File: config.mk
export PLATFORM = sky130hd
export DESIGN_NAME = dual_addsub
export DESIGN_NICKNAME = d
export VERILOG_FILES = /design/src/rtl/dual_addsub_pkg.sv /design/src/rtl/addsub_lane.sv /design/src/rtl/dual_addsub.sv
export SDC_FILE = /design/constraint.sdc
export NUM_CORES = 1
export LEC_CHECK = 0
export BUFFER_PORTS_ARGS = -buffer_cell sky130_fd_sc_hd__buf_2
export CAP_MARGIN = 20
export CORE_MARGIN = 2
export CORE_UTILIZATION = 41
export CTS_CLUSTER_DIAMETER = 150
export DETAILED_ROUTE_END_ITERATION = 8
export SYNTH_ARGS = -nofsm -noshare
export SYNTH_HDL_FRONTEND = slang
export SYNTH_SLANG_ARGS = --single-unit
File: constraint.sdc
create_clock -name clk -period 2.5 [get_ports clk]
set_clock_uncertainty 0.1 [all_clocks]
set_input_delay 0.5 -clock clk [delete_from_list [all_inputs] [get_ports clk]]
set_output_delay 0.5 -clock clk [all_outputs]
set_load 0.01 [all_outputs]
File: src/rtl/dual_addsub_pkg.sv
package dual_addsub_pkg;

    typedef enum logic [1:0] {
        OVF_WRAP  = 2'b00,
        OVF_CLAMP = 2'b01,
        OVF_WIDEN = 2'b10,
        OVF_RSVD  = 2'b11
    } ovf_scheme_e;

endpackage

File: src/rtl/addsub_lane.sv
module addsub_lane
    import dual_addsub_pkg::*;
#(
    parameter int W        = 16,
    parameter bit SUBTRACT = 1'b0
) (
    input  logic [W-1:0] a_i,
    input  logic [W-1:0] b_i,
    input  ovf_scheme_e  scheme_i,
    output logic [W:0]   res_o,
    output logic         ovf_o
);

    localparam logic [W-1:0] MAX_V = {1'b0, {(W-1){1'b1}}};
    localparam logic [W-1:0] MIN_V = {1'b1, {(W-1){1'b0}}};

    logic [W:0]   exact;
    logic [W-1:0] clamped;

    generate
        if (SUBTRACT) begin : g_sub
            assign exact = {a_i[W-1], a_i} - {b_i[W-1], b_i};
        end else begin : g_add
            assign exact = {a_i[W-1], a_i} + {b_i[W-1], b_i};
        end
    endgenerate

    assign ovf_o = exact[W] ^ exact[W-1];

    always_comb begin
        clamped = exact[W-1:0];
        if (ovf_o) begin
            clamped = exact[W] ? MIN_V : MAX_V;
        end
    end

    always_comb begin
        unique case (scheme_i)
            OVF_CLAMP: res_o = {clamped[W-1], clamped};
            OVF_WIDEN: res_o = exact;
            default:   res_o = {exact[W-1], exact[W-1:0]};
        endcase
    end

endmodule

File: src/rtl/dual_addsub.sv
module dual_addsub
    import dual_addsub_pkg::*;
#(
    parameter int DATA_W = 16
) (
    input  logic              clk,
    input  logic              rst_n,
    input  logic              in_valid,
    input  logic [1:0]        scheme,
    input  logic              packed_en,
    input  logic              flag_clr,
    input  logic [DATA_W-1:0] x_in,
    input  logic [DATA_W-1:0] y_in,
    output logic              out_valid,
    output logic [DATA_W+1:0] sum_out,
    output logic [DATA_W+1:0] diff_out,
    output logic              ovf_sum,
    output logic              ovf_diff
);

    localparam int HALF_W = DATA_W / 2;
    localparam int OUT_W  = DATA_W + 2;

    ovf_scheme_e sch;
    assign sch = ovf_scheme_e'(scheme);

    logic [DATA_W:0] full_sum, full_diff;
    logic            full_sum_ovf, full_diff_ovf;
    logic [HALF_W:0] hi_sum, lo_diff;
    logic            hi_ovf, lo_ovf;

    addsub_lane #(.W(DATA_W), .SUBTRACT(1'b0)) u_full_add (
        .a_i(x_in), .b_i(y_in), .scheme_i(sch), .res_o(full_sum), .ovf_o(full_sum_ovf)
    );
    addsub_lane #(.W(DATA_W), .SUBTRACT(1'b1)) u_full_sub (
        .a_i(x_in), .b_i(y_in), .scheme_i(sch), .res_o(full_diff), .ovf_o(full_diff_ovf)
    );
    addsub_lane #(.W(HALF_W), .SUBTRACT(1'b0)) u_hi_add (
        .a_i(x_in[DATA_W-1:HALF_W]), .b_i(y_in[DATA_W-1:HALF_W]), .scheme_i(sch),
        .res_o(hi_sum), .ovf_o(hi_ovf)
    );
    addsub_lane #(.W(HALF_W), .SUBTRACT(1'b1)) u_lo_sub (
        .a_i(x_in[HALF_W-1:0]), .b_i(y_in[HALF_W-1:0]), .scheme_i(sch),
        .res_o(lo_diff), .ovf_o(lo_ovf)
    );

    logic [OUT_W-1:0] nxt_sum, nxt_diff;
    logic             set_s, set_d;
    logic             widen;

    assign widen = (sch == OVF_WIDEN);

    always_comb begin
        if (packed_en) begin
            nxt_diff = '0;
            if (widen) begin
                nxt_sum = {hi_sum, lo_diff};
            end else begin
                nxt_sum = {2'b00, hi_sum[HALF_W-1:0], lo_diff[HALF_W-1:0]};
            end
            set_s = hi_ovf & ~widen;
            set_d = lo_ovf & ~widen;
        end else begin
            nxt_sum  = {full_sum[DATA_W], full_sum};
            nxt_diff = {full_diff[DATA_W], full_diff};
            set_s    = full_sum_ovf & ~widen;
            set_d    = full_diff_ovf & ~widen;
        end
    end

    always_ff @(posedge clk or negedge rst_n) begin
        if (!rst_n) begin
            out_valid <= 1'b0;
            sum_out   <= '0;
            diff_out  <= '0;
        end else begin
            out_valid <= in_valid;
            if (in_valid) begin
                sum_out  <= nxt_sum;
                diff_out <= nxt_diff;
            end
        end
    end

    always_ff @(posedge clk or negedge rst_n) begin
        if (!rst_n) begin
            ovf_sum  <= 1'b0;
            ovf_diff <= 1'b0;
        end else if (flag_clr) begin
            ovf_sum  <= 1'b0;
            ovf_diff <= 1'b0;
        end else if (in_valid) begin
            ovf_sum  <= ovf_sum | set_s;
            ovf_diff <= ovf_diff | set_d;
        end
    end


    valid_follow_chk: assert property (@(posedge clk) disable iff (!rst_n)
        in_valid |=> out_valid);

    valid_drop_chk: assert property (@(posedge clk) disable iff (!rst_n)
        !in_valid |=> (!out_valid && $stable(sum_out) && $stable(diff_out)));

    flag_clear_chk: assert property (@(posedge clk) disable iff (!rst_n)
        flag_clr |=> (!ovf_sum && !ovf_diff));

    flag_sticky_chk: assert property (@(posedge clk) disable iff (!rst_n)
        (ovf_sum && !flag_clr) |=> ovf_sum);

    widen_noflag_chk: assert property (@(posedge clk) disable iff (!rst_n)
        (in_valid && widen && !flag_clr && !ovf_diff) |=> !ovf_diff);

    packed_diff_zero_chk: assert property (@(posedge clk) disable iff (!rst_n)
        (in_valid && packed_en) |=> (diff_out == '0));

endmodule

==> impl_metrics.py <==
metrics = {
    "yosys": {
        "yosysWarnings": 0,
        "syn_avg_cell_area_um2": 8.22,
        "yosysTopAreaCell": "dfrtp_1",
        "syn_inst": 506,
        "ys_seq_elements": 38,
        "netlist.area_leader.share_pct": 22.9,
        "synth_edf_count": 0,
        "netlist-cell-type-count": 82,
        "ys_seq_area_share_pct": 22.9,
        "asyncSetResetFlopFracSynth_pct": 100,
        "ys.flop_type": "dfrtp_1",
        "syn_nets": 586,
        "synthesis.area_um2": 4160,
        "ys_top_cells_by_area": "dfrtp_1, ha_1, nor2_1",
    },
    "cts": {
        "clock_latency_ns": 0.31,
        "cts_tree": "yes",
        "cts_buffers": 5,
        "cts_root_buf": "clkbuf_8",
        "path_clk_slew_ns": 0.09,
        "cts_max_level": 2,
        "cts_buffer_depth": 2,
        "cts_sinks": 38,
    },
    "global_route": {
        "antenna_found_initial": 0,
        "grt_pass1_wl_mm": 22.8,
        "track_usage_pct": 25.8,
        "grt_remaining_overflow": 0,
        "grt_pass1_vias": 4585,
        "grt_max_degree": 39,
    },
    "critical_path": {
        "startpoint_type": "input pin",
        "r2r_start": "sum_out[12]$_DFFE_PN0P_",
        "ff2ff_setup_slack_ns": 1.49,
        "cp.required_ns": 2.63,
        "endpoint_kind": "register",
        "crit_fanout": 7,
        "reg2reg_to": "sum_out[12]$_DFFE_PN0P_",
        "crit_arrival_ns": 3.24,
        "worstSetupPathType": "input pin to register",
        "reg2reg_depth": 1,
    },
    "route": {
        "via_per_inst": 5.27,
        "drt_iter0_drc": 202,
        "detail-route-antenna-nets": 0,
        "routed_wl_mm": 14.2,
        "wl_per_cell_um": 16.3,
        "vias": 4573,
        "route.detailed.drc": 0,
        "drt_pass1_iterations": 4,
    },
    "placement": {
        "port_buffers": 77,
        "dpl.hpwl_mm": 10.8,
        "place_congestion": 0.872,
    },
    "timing": {
        "grt_setup_unrepaired": "yes",
        "slew_headroom_pct": 41.4,
        "layout_setup_ws_ns": -0.610,
        "setup_viol": 37,
        "fin_crit_sh_pct": 124,
        "worst_pin_slew_ns": 0.878,
        "tns_ns": -18.88,
        "slew_violations": 0,
        "hold_viol_final": 0,
        "fin_crit_ns": 3.11,
        "clock.fmax_mhz": 322,
    },
    "floorplanning": {
        "pin_count": 78,
        "core-area_um2": 9820,
        "std_cell_rows": 36,
        "die_h_um": 105,
        "dieWidth_um": 105,
        "start_util_pct": 42.3,
        "dieArea_um2": 11000,
    },
    "finish": {
        "nNetsFinal": 813,
        "fin_util_pct": 68.8,
        "area_growth_pct": 62.4,
        "final_common_cell": "buf_4",
        "n_fill_cell": 848,
        "most-common-layout-cells": "buf_4, buf_2, nor2_1",
        "diodes": 0,
        "drive_gt1_share_pct": 51.9,
    },
    "power_and_ir_drop": {
        "ir_drop_mv": 0.416,
        "p_leak_nw": 3.17,
        "p_per_area_nw_per_um2": 492,
    },
    "run_status": {
        "violations": "negative setup slack",
        "run_status": "finished, violations left",
    },
    "hold_path": {
        "hp-class": "input pin to async pin",
    },
    "job": {
        "max-cap-violations": 0,
    },
}
==> critical path, stage by stage <==
cell	delay, ns
buf_8	0.09
inv_8	0.03
ha_4	0.29
buf_12	0.11
nor2b_4	0.03
or4_4	0.43
nor2_4	0.14
o32ai_4	0.09
a41oi_2	0.23
xor2_2	0.25
ha_4	0.25
o21ai_4	0.18
nor3_4	0.08
buf_6	0.14
o211a_1	0.23
nor3_2	0.16
==> cell families after synthesis <==
family                     Yosys count  share of synthesized area (%)
and+or+nand+nor                    155                           18.4
xor gates and xnor gates            31                           7.07
buffers and inverters               72                           7.55
adders and majority gates           43                           13.4
DFF                                 38                           22.9
AOI/OAI and AO/OA                  164                           30.0
muxes                                3                          0.722
==> layer usage <==
| layer | GRT usage, % | wire [um] |
|---|---|---|
| met5 | 0 | 0 |
| met4 | 7.81 | 332 |
| met3 | 4.37 | 677 |
| met2 | 42.8 | 6700 |
| met1 | 34.5 | 6460 |
==> synthesized netlist by cell type, types with 2 or more instances <==
library cell  count
nor2_1           65
a21oi_1          44
inv_1            42
dfrtp_1          38
ha_1             38
nand2_1          24
xnor2_1          24
o21ai_0          19
nand2b_1         14
clkbuf_1         13
nor3_1           12
nor2b_1          10
nand3_1           9
buf_2             8
o31ai_1           8
o21ai_1           7
a211oi_1          6
o211ai_1          6
o21a_1            6
buf_4             5
o21bai_1          5
o2bb2ai_1         5
a211oi_2          4
a31oi_1           4
o221ai_1          4
xor2_1            4
a21o_1            3
a221o_1           3
a221oi_2          3
fa_1              3
mux2i_1           3
o211a_1           3
or2_2             3
or3_1             3
a22oi_1           2
and2_1            2
buf_6             2
maj3_1            2
nand4_1           2
nor3_4            2
o2111ai_1         2
o221a_2           2
o32ai_2           2
xor2_2            2
==> worst max path at each step <==
stage / start / endpoint / slack, ns
2_1_floorplan: y_in[9] / sum_out[12]$_DFFE_PN0P_ / -0.82
6_report: y_in[6] / sum_out[13]$_DFFE_PN0P_ / -0.61
4_1_cts: y_in[1] / diff_out[16]$_DFFE_PN0P_ / -0.64
5_1_grt: y_in[6] / sum_out[13]$_DFFE_PN0P_ / -0.73
3_5_place_dp: x_in[8] / sum_out[12]$_DFFE_PN0P_ / -0.99
3_3_place_gp: x_in[8] / sum_out[13]$_DFFE_PN0P_ / -0.97
==> timing repair <==
action | CTS | global route
hold buffers | 0 | 0
gates cloned | 1 | 0
resized for setup | 85 | 32
buffers inserted | 24 | 5
pin swaps | 45 | 22
endpoints found under the setup margin | 37 | 37
==> area by class of cell <==
cell class | count | area, um^2 | share of cell area [%]
clock buffers | 6 | 82.6 | 1.22
clock inverters | 2 | 60.1 | 0.890
inverters | 44 | 180 | 2.67
multi-input cells | 396 | 3450 | 51.2
flip-flops and latches | 38 | 951 | 14.1
well taps | 133 | 166 | 2.46
repair buffers | 248 | 1860 | 27.5
==> sequential cells by signal, summed over array words and instances (netlist names) <==
register and cells:
diff_out 17, out_valid 1, ovf_diff 1, ovf_sum 1, sum_out 18
==> power breakdown <==
part           internal (mW)  switching, mW
clock network          0.426          0.247
registers              0.712         0.0651
logic                  0.921          0.952
total                   2.06           1.26
==> per-stage QoR <==
step                      cell area (um^2)  setup WS [ns]  power [mW]  hold slack [ns]  instances
after global routing                  6750         -0.730        3.50            0.247        867
final                                 6750         -0.610        3.32            0.195        867
after global placement                5840         -0.971        2.32            0.370        830
after detailed placement              5840         -0.991        2.34            0.372        830
after CTS                             6570         -0.640        3.22            0.231        862
after floorplan                       4370         -0.821        1.67            0.104        506
Note: power is estimated with default switching activity, not from simulation.
